==> config.mk <==
export PLATFORM = sky130hd
export DESIGN_NAME = ctl_handshake_unit
export DESIGN_NICKNAME = d
export VERILOG_FILES = /design/src/rtl/hsk_pkg.sv /design/src/rtl/hsk_sync.sv /design/src/rtl/hsk_edge.sv /design/src/rtl/hsk_port.sv /design/src/rtl/ctl_handshake_unit.sv
export SDC_FILE = /design/constraint.sdc
export NUM_CORES = 1
export LEC_CHECK = 0
export BUFFER_PORTS_ARGS = -buffer_cell sky130_fd_sc_hd__buf_2
export CORE_ASPECT_RATIO = 1.25
export CORE_MARGIN = 3
export CORE_UTILIZATION = 24
export CTS_CLUSTER_DIAMETER = 30
export DETAILED_ROUTE_END_ITERATION = 8
export SLEW_MARGIN = 20
export SYNTH_ARGS = -nofsm -noshare
export SYNTH_HDL_FRONTEND = slang
export SYNTH_SLANG_ARGS = --single-unit
==> constraint.sdc <==
create_clock -name clk -period 1.33 [get_ports clk]
set_clock_uncertainty 0.2 [all_clocks]
set_input_delay 0.1995 -clock clk [delete_from_list [all_inputs] [get_ports clk]]
set_output_delay 0.1995 -clock clk [all_outputs]
set_load 0.02 [all_outputs]
==> src/rtl/hsk_pkg.sv <==
package hsk_pkg;
   // control register width and field positions (decoded by the port logic)
   localparam int CTL_W      = 6;
   localparam int B_C1_IE    = 0;  // C1 interrupt enable
   localparam int B_C1_RISE  = 1;  // C1 active edge: 1 rising, 0 falling
   localparam int B_C2_AUX   = 3;  // input: C2 irq enable; output: level or restore select
   localparam int B_C2_MODE  = 4;  // input: C2 edge select; output: 1 level, 0 strobe
   localparam int B_C2_DIR   = 5;  // 1 = C2 is an output

   typedef enum logic [1:0] {
      C2_INPUT     = 2'd0,
      C2_LEVEL     = 2'd1,
      C2_STROBE_E  = 2'd2,
      C2_STROBE_C1 = 2'd3
   } c2_use_e;
endpackage

==> src/rtl/hsk_sync.sv <==
module hsk_sync #(
   parameter int   STAGES = 2,
   parameter logic IDLE   = 1'b0
) (
   input  logic clk,
   input  logic rst_n,
   input  logic d,
   output logic q
);
   generate
      if (STAGES < 2) begin : g_bad_stages
         $error("hsk_sync needs at least two stages");
      end
   endgenerate

   logic [STAGES-1:0] pipe;

   always_ff @(posedge clk or negedge rst_n) begin
      if (!rst_n) pipe <= {STAGES{IDLE}};
      else        pipe <= {pipe[STAGES-2:0], d};
   end

   assign q = pipe[STAGES-1];
endmodule

==> src/rtl/hsk_edge.sv <==
module hsk_edge #(
   parameter logic IDLE = 1'b0
) (
   input  logic clk,
   input  logic rst_n,
   input  logic lvl,
   input  logic rise_sel,
   output logic hit
);
   logic prev;
   logic rose, fell;

   always_ff @(posedge clk or negedge rst_n) begin
      if (!rst_n) prev <= IDLE;
      else        prev <= lvl;
   end

   assign rose = lvl & ~prev;
   assign fell = ~lvl & prev;
   assign hit  = rise_sel ? rose : fell;
endmodule

==> src/rtl/hsk_port.sv <==
module hsk_port
   import hsk_pkg::*;
#(
   parameter int   SYNC_STAGES   = 2,
   parameter logic IDLE_LEVEL    = 1'b0,
   parameter bit   CLEAR_RELEASE = 1'b0
) (
   input  logic             clk,
   input  logic             rst_n,
   input  logic [CTL_W-1:0] ctrl,
   input  logic             ctrl_wr,
   input  logic             data_rd,
   input  logic             strobe_evt,
   input  logic             c1_pin,
   input  logic             c2_pin,
   output logic             flag1,
   output logic             flag2,
   output logic             irq,
   output logic             c2_out,
   output logic             c2_oe
);
   logic    c1_s, c2_s, c1_hit, c2_hit;
   logic    f1_q, f2_q, c2_q;
   logic    f1_d, f2_d, c2_d;
   logic    release_rd;
   c2_use_e use_c2;
   logic    unused_ctl_bit;

   assign unused_ctl_bit = ctrl[2];

   always_comb begin
      if (!ctrl[B_C2_DIR])     use_c2 = C2_INPUT;
      else if (ctrl[B_C2_MODE]) use_c2 = C2_LEVEL;
      else if (ctrl[B_C2_AUX])  use_c2 = C2_STROBE_E;
      else                      use_c2 = C2_STROBE_C1;
   end

   hsk_sync #(.STAGES(SYNC_STAGES), .IDLE(IDLE_LEVEL)) u_sync_c1 (
      .clk(clk), .rst_n(rst_n), .d(c1_pin), .q(c1_s));
   hsk_sync #(.STAGES(SYNC_STAGES), .IDLE(IDLE_LEVEL)) u_sync_c2 (
      .clk(clk), .rst_n(rst_n), .d(c2_pin), .q(c2_s));

   hsk_edge #(.IDLE(IDLE_LEVEL)) u_edge_c1 (
      .clk(clk), .rst_n(rst_n), .lvl(c1_s), .rise_sel(ctrl[B_C1_RISE]), .hit(c1_hit));
   hsk_edge #(.IDLE(IDLE_LEVEL)) u_edge_c2 (
      .clk(clk), .rst_n(rst_n), .lvl(c2_s), .rise_sel(ctrl[B_C2_MODE]), .hit(c2_hit));

   generate
      if (CLEAR_RELEASE) begin : g_release
         assign release_rd = data_rd & f1_q & (use_c2 == C2_STROBE_C1);
      end else begin : g_no_release
         assign release_rd = 1'b0;
      end
   endgenerate

   always_comb begin
      f1_d = f1_q;
      if (data_rd) f1_d = 1'b0;
      if (c1_hit)  f1_d = 1'b1;

      f2_d = f2_q;
      if (data_rd) f2_d = 1'b0;
      if (c2_hit && use_c2 == C2_INPUT) f2_d = 1'b1;
      if (use_c2 != C2_INPUT) f2_d = 1'b0;
   end

   always_comb begin
      c2_d = c2_q;
      if (use_c2 == C2_STROBE_C1 && c1_hit) c2_d = 1'b1;
      if (release_rd)                       c2_d = 1'b1;
      if (use_c2 == C2_STROBE_E && !c2_q)   c2_d = 1'b1;
      if ((use_c2 == C2_STROBE_E || use_c2 == C2_STROBE_C1) && strobe_evt) c2_d = 1'b0;
      if (ctrl_wr && use_c2 == C2_LEVEL)    c2_d = ctrl[B_C2_AUX];
   end

   always_ff @(posedge clk or negedge rst_n) begin
      if (!rst_n) begin
         f1_q <= 1'b0;
         f2_q <= 1'b0;
         c2_q <= 1'b1;
      end else begin
         f1_q <= f1_d;
         f2_q <= f2_d;
         c2_q <= c2_d;
      end
   end

   assign flag1  = f1_q;
   assign flag2  = f2_q & (use_c2 == C2_INPUT);
   assign irq    = (f1_q & ctrl[B_C1_IE]) | (f2_q & ctrl[B_C2_AUX] & (use_c2 == C2_INPUT));
   assign c2_out = c2_q;
   assign c2_oe  = ctrl[B_C2_DIR];

   // an active C1 edge always leaves the flag set
   a_r2_c1_flag_set: assert property (@(posedge clk) disable iff (!rst_n)
      c1_hit |=> flag1);
   // no C2 flag while C2 drives
   a_r4_c2_flag_quiet: assert property (@(posedge clk) disable iff (!rst_n)
      ctrl[B_C2_DIR] |=> !f2_q);
   // a read with no new edge clears the C1 flag
   a_r6_read_clears: assert property (@(posedge clk) disable iff (!rst_n)
      (data_rd && !c1_hit) |=> !flag1);
   // level write lands on the pin
   a_r7_level_write: assert property (@(posedge clk) disable iff (!rst_n)
      (ctrl_wr && ctrl[B_C2_DIR] && ctrl[B_C2_MODE]) |=> (c2_out == $past(ctrl[B_C2_AUX])));
   // a strobe event pulls C2 low
   a_r10_strobe_low: assert property (@(posedge clk) disable iff (!rst_n)
      (ctrl[B_C2_DIR] && !ctrl[B_C2_MODE] && strobe_evt) |=> !c2_out);
   // the one-cycle strobe comes back high
   a_r10_e_return: assert property (@(posedge clk) disable iff (!rst_n)
      (use_c2 == C2_STROBE_E && !c2_out && !strobe_evt) |=> c2_out);
   // the active C1 edge releases the held strobe
   a_r11_c1_release: assert property (@(posedge clk) disable iff (!rst_n)
      (use_c2 == C2_STROBE_C1 && c1_hit && !strobe_evt) |=> c2_out);
endmodule

==> src/rtl/ctl_handshake_unit.sv <==
module ctl_handshake_unit #(
   parameter int   SYNC_STAGES = 2,
   parameter logic IDLE_LEVEL  = 1'b0
) (
   input  logic                     clk,
   input  logic                     rst_n,
   input  logic [hsk_pkg::CTL_W-1:0] ctrl_a,
   input  logic                     ctrl_a_wr,
   input  logic                     data_a_rd,
   input  logic                     c1_a,
   input  logic                     c2_a_in,
   output logic                     flag1_a,
   output logic                     flag2_a,
   output logic                     irq_a,
   output logic                     c2_a_out,
   output logic                     c2_a_oe,
   input  logic [hsk_pkg::CTL_W-1:0] ctrl_b,
   input  logic                     ctrl_b_wr,
   input  logic                     data_b_rd,
   input  logic                     data_b_wr,
   input  logic                     c1_b,
   input  logic                     c2_b_in,
   output logic                     flag1_b,
   output logic                     flag2_b,
   output logic                     irq_b,
   output logic                     c2_b_out,
   output logic                     c2_b_oe
);
   generate
      if (SYNC_STAGES < 2) begin : g_bad_sync
         $error("ctl_handshake_unit: SYNC_STAGES must be 2 or more");
      end
   endgenerate

   // port A strobes on data reads
   hsk_port #(.SYNC_STAGES(SYNC_STAGES), .IDLE_LEVEL(IDLE_LEVEL), .CLEAR_RELEASE(1'b0)) u_port_a (
      .clk(clk), .rst_n(rst_n), .ctrl(ctrl_a), .ctrl_wr(ctrl_a_wr),
      .data_rd(data_a_rd), .strobe_evt(data_a_rd),
      .c1_pin(c1_a), .c2_pin(c2_a_in),
      .flag1(flag1_a), .flag2(flag2_a), .irq(irq_a),
      .c2_out(c2_a_out), .c2_oe(c2_a_oe));

   // port B strobes on data writes and releases on a flagged read
   hsk_port #(.SYNC_STAGES(SYNC_STAGES), .IDLE_LEVEL(IDLE_LEVEL), .CLEAR_RELEASE(1'b1)) u_port_b (
      .clk(clk), .rst_n(rst_n), .ctrl(ctrl_b), .ctrl_wr(ctrl_b_wr),
      .data_rd(data_b_rd), .strobe_evt(data_b_wr),
      .c1_pin(c1_b), .c2_pin(c2_b_in),
      .flag1(flag1_b), .flag2(flag2_b), .irq(irq_b),
      .c2_out(c2_b_out), .c2_oe(c2_b_oe));
endmodule

==> flow_metrics.py <==
metrics = {
    "synth": {
        "synth_top_family_by_area": "compound AO/OA/AOI/OAI gates",
        "synth_most_common_cell": "dfrtp_1",
        "synth_simple_gate_area_frac": 0.158,
        "synth.area.top_cells": "dfrtp_1 57%, dfstp_2 7.5%, nand2_1 2.7%",
        "synth_common_cells": "16 x dfrtp_1, 5 x nand2_1, 5 x nor2_1",
        "synth_xor_area_frac": 0,
        "ys_types": 21,
        "synth_ff_type": "dfrtp_1",
        "synthMuxAreaShare": 0,
        "synth_seq_cells": 18,
        "yosys_warnings": 0,
        "synth_area_per_cell_um2": 12.0,
        "synthArstFlopShare": 1.00,
        "yosys.area.top_type": "dfrtp_1",
        "ys_seq_area_frac": 0.649,
        "syn_area_um2": 698,
        "synthesis.nets": 81,
        "netlist.area_leader.share": 0.573,
        "synth_enable_flop_cells": 0,
        "netlist_instances": 58,
        "synth_compound_area_frac": 0.161,
        "synth_adder_area_share": 0,
    },
    "timing": {
        "hold_viol": 0,
        "relSlewSlack": 0.740,
        "final.setup.worst_slack_ps": -220,
        "rsz0062_at_grt": "true",
        "holdWs_ps": 13.0,
        "final.setup.tns_ps": -619,
        "tightestPinTransition_ps": 389,
        "fmaxAchievable_mhz": 645,
        "period_needed_ps": 1550,
        "finalMaxSlewViolations": 0,
        "finalSetupViolCount": 5,
        "finalCritPeriodShare": 1.17,
    },
    "route": {
        "drtIter0Drc": 7,
        "wl_met1_um": 650,
        "drt_pass1_iterations": 3,
        "wl_per_cell_um": 11.1,
        "drc": 0,
        "dr_wl_met2_um": 777,
        "routed_wl_mm": 1.57,
        "ant_nets": 0,
        "maxUsedRoutingLayer": "met4",
        "via_per_inst": 4.30,
        "via_count": 607,
        "met3_length_um": 101,
    },
    "global_routing": {
        "track_usage": 0.0970,
        "antenna_found_initial": 0,
        "overflow": 0,
        "grt_max_degree": 19,
        "grt_first_pass_wirelength_mm": 2.57,
        "grt_pass1_vias": 627,
    },
    "floorplanning": {
        "die_h_um": 66.3,
        "start_util": 0.255,
        "core-area_um2": 2730,
        "row_count": 21,
        "die-area_um2": 3600,
        "ios": 33,
        "fp.dieW_um": 54.2,
    },
    "place": {
        "portBuffers": 30,
        "place_congestion": 0.678,
        "dpl.hpwl_mm": 1.04,
        "dp.cells": 120,
    },
    "cells_and_area": {
        "num-fill-cells": 279,
        "post-route-util": 0.415,
        "drive_above_1_share": 0.439,
        "num-nets-final": 131,
        "syn_to_final_growth_pct": 62.5,
        "layout.cells.non_filler": 141,
        "antennaDiodeCount": 0,
    },
    "worst_setup_path": {
        "crit_fanout": 2,
        "worst-r2r-setup-slack_ps": 60,
        "r2r_cells": 4,
        "cp-end-kind": "primary output",
        "start_kind": "register",
        "timing_worst_setup_path_type": "register to primary output",
        "cp.arrival_ps": 1150,
        "timing.rr.start": "u_port_a.c2_out",
        "r2r-end": "u_port_a.c2_out",
        "critPathRequiredTime_ps": 930,
    },
    "power_and_ir_drop": {
        "fin_total_pwr_mw": 1.22,
        "p_leak_nw": 0.537,
        "powerDensity_nw_per_um2": 1080,
        "ir_drop_mv": 0.618,
    },
    "cts": {
        "clk_latency_ps": 280,
        "tritoncts": "built",
        "clk_pin_slew_ps": 100,
        "cts_buffers": 3,
        "root_buffer": "clkbuf_4",
        "clockBufferDepth": 2,
        "htreeDepth": 1,
        "cts.sink_count": 18,
    },
    "hold_path": {
        "whs_path_depth": 3,
        "min_path_type": "input port to register",
        "hold_end": "u_port_b.f2_q",
        "holdCritStartpoint": "data_b_rd",
    },
    "status": {
        "violations": "negative setup slack",
        "status": "finished with violations",
    },
    "run": {
        "maxCapViolCount": 0,
    },
}
-- metal layers --
| metal | up-vias | global-route usage |
|---|---|---|
| met3 | 4 | 0.0248 |
| li1 | 301 | - |
| met2 | 18 | 0.156 |
| met5 | - | 0 |
| met1 | 284 | 0.111 |
| met4 | 0 | 0.0592 |
-- state kept, by name, indices dropped and copies added, names as in the netlist, 2 cells and up --
register,flops
u_port_a.u_sync_c1.pipe,2
u_port_b.u_sync_c2.pipe,2
u_port_b.u_sync_c1.pipe,2
u_port_a.u_sync_c2.pipe,2
-- worst max-delay path by stage --
stage	start	to	cells past startpoint
final	u_port_a.f2_q	irq_a	3
after global routing	u_port_a.f2_q	irq_a	3
after CTS	u_port_a.f2_q	irq_a	3
after detailed placement	u_port_a.c2_out	u_port_a.c2_out	3
after global placement	ctrl_a[5]	irq_a	4
after floorplan	u_port_a.c2_out	u_port_a.c2_out	3
-- critical path: stages (launching register included) --
cell,delay (ps)
dfrtp_1,380
and2b_1,170
a22o_1,190
buf_6,130
-- where the power goes --
part / internal (mW) / switching [mW]
Combinational: 0.155 / 0.123
Sequential: 0.594 / 0.0271
Clock: 0.166 / 0.159
Total: 0.915 / 0.309
-- cells by family after synthesis --
group	count (synthesis)
compound gates	16
flops	18
simple gates	20
buf+inv	4
-- final cells by class --
type                            instances  area (um2)  share of cell area
Tap cell                               34        42.5              0.0375
Inverter                                2        7.51             0.00662
Sequential cell                        18         453               0.399
Timing Repair Buffer                   47         349               0.308
Clock buffer                            4        36.3              0.0320
Multi-Input combinational cell         36         246               0.217
-- layout by cell type, fill, tap and decap left out, types with 2 or more instances in the layout --
cell,Yosys,final
dfstp_2,2,2
nor2_1,5,5
a22o_1,2,2
a31oi_1,2,2
buf_4,2,6
a211oi_2,1,3
and3b_1,2,2
nand2_1,5,5
clkbuf_4,0,3
buf_2,0,23
o22ai_1,3,2
a21oi_1,2,2
nand2b_1,2,2
dfrtp_1,16,16
inv_1,2,2
nand3b_1,2,2
buf_6,0,7
dlygate4sd3_1,0,11
o21ai_0,2,2
-- repair_timing --
item,4_1_cts,5_1_grt
hold buffers,10,1
setup endpoints to repair,6,9
resized for setup,11,7
setup buffers,4,2
hold endpoints to repair,27,1
pin swaps,0,2
-- through the flow --
stage,setup WS (ps),cell area [um2]
5_1_grt,-308,1130
3_3_place_gp,95.1,878
4_1_cts,-236,1080
6_report,-220,1130
2_1_floorplan,58.0,701
3_5_place_dp,73.4,878
Power figures use the tool's default switching activity.
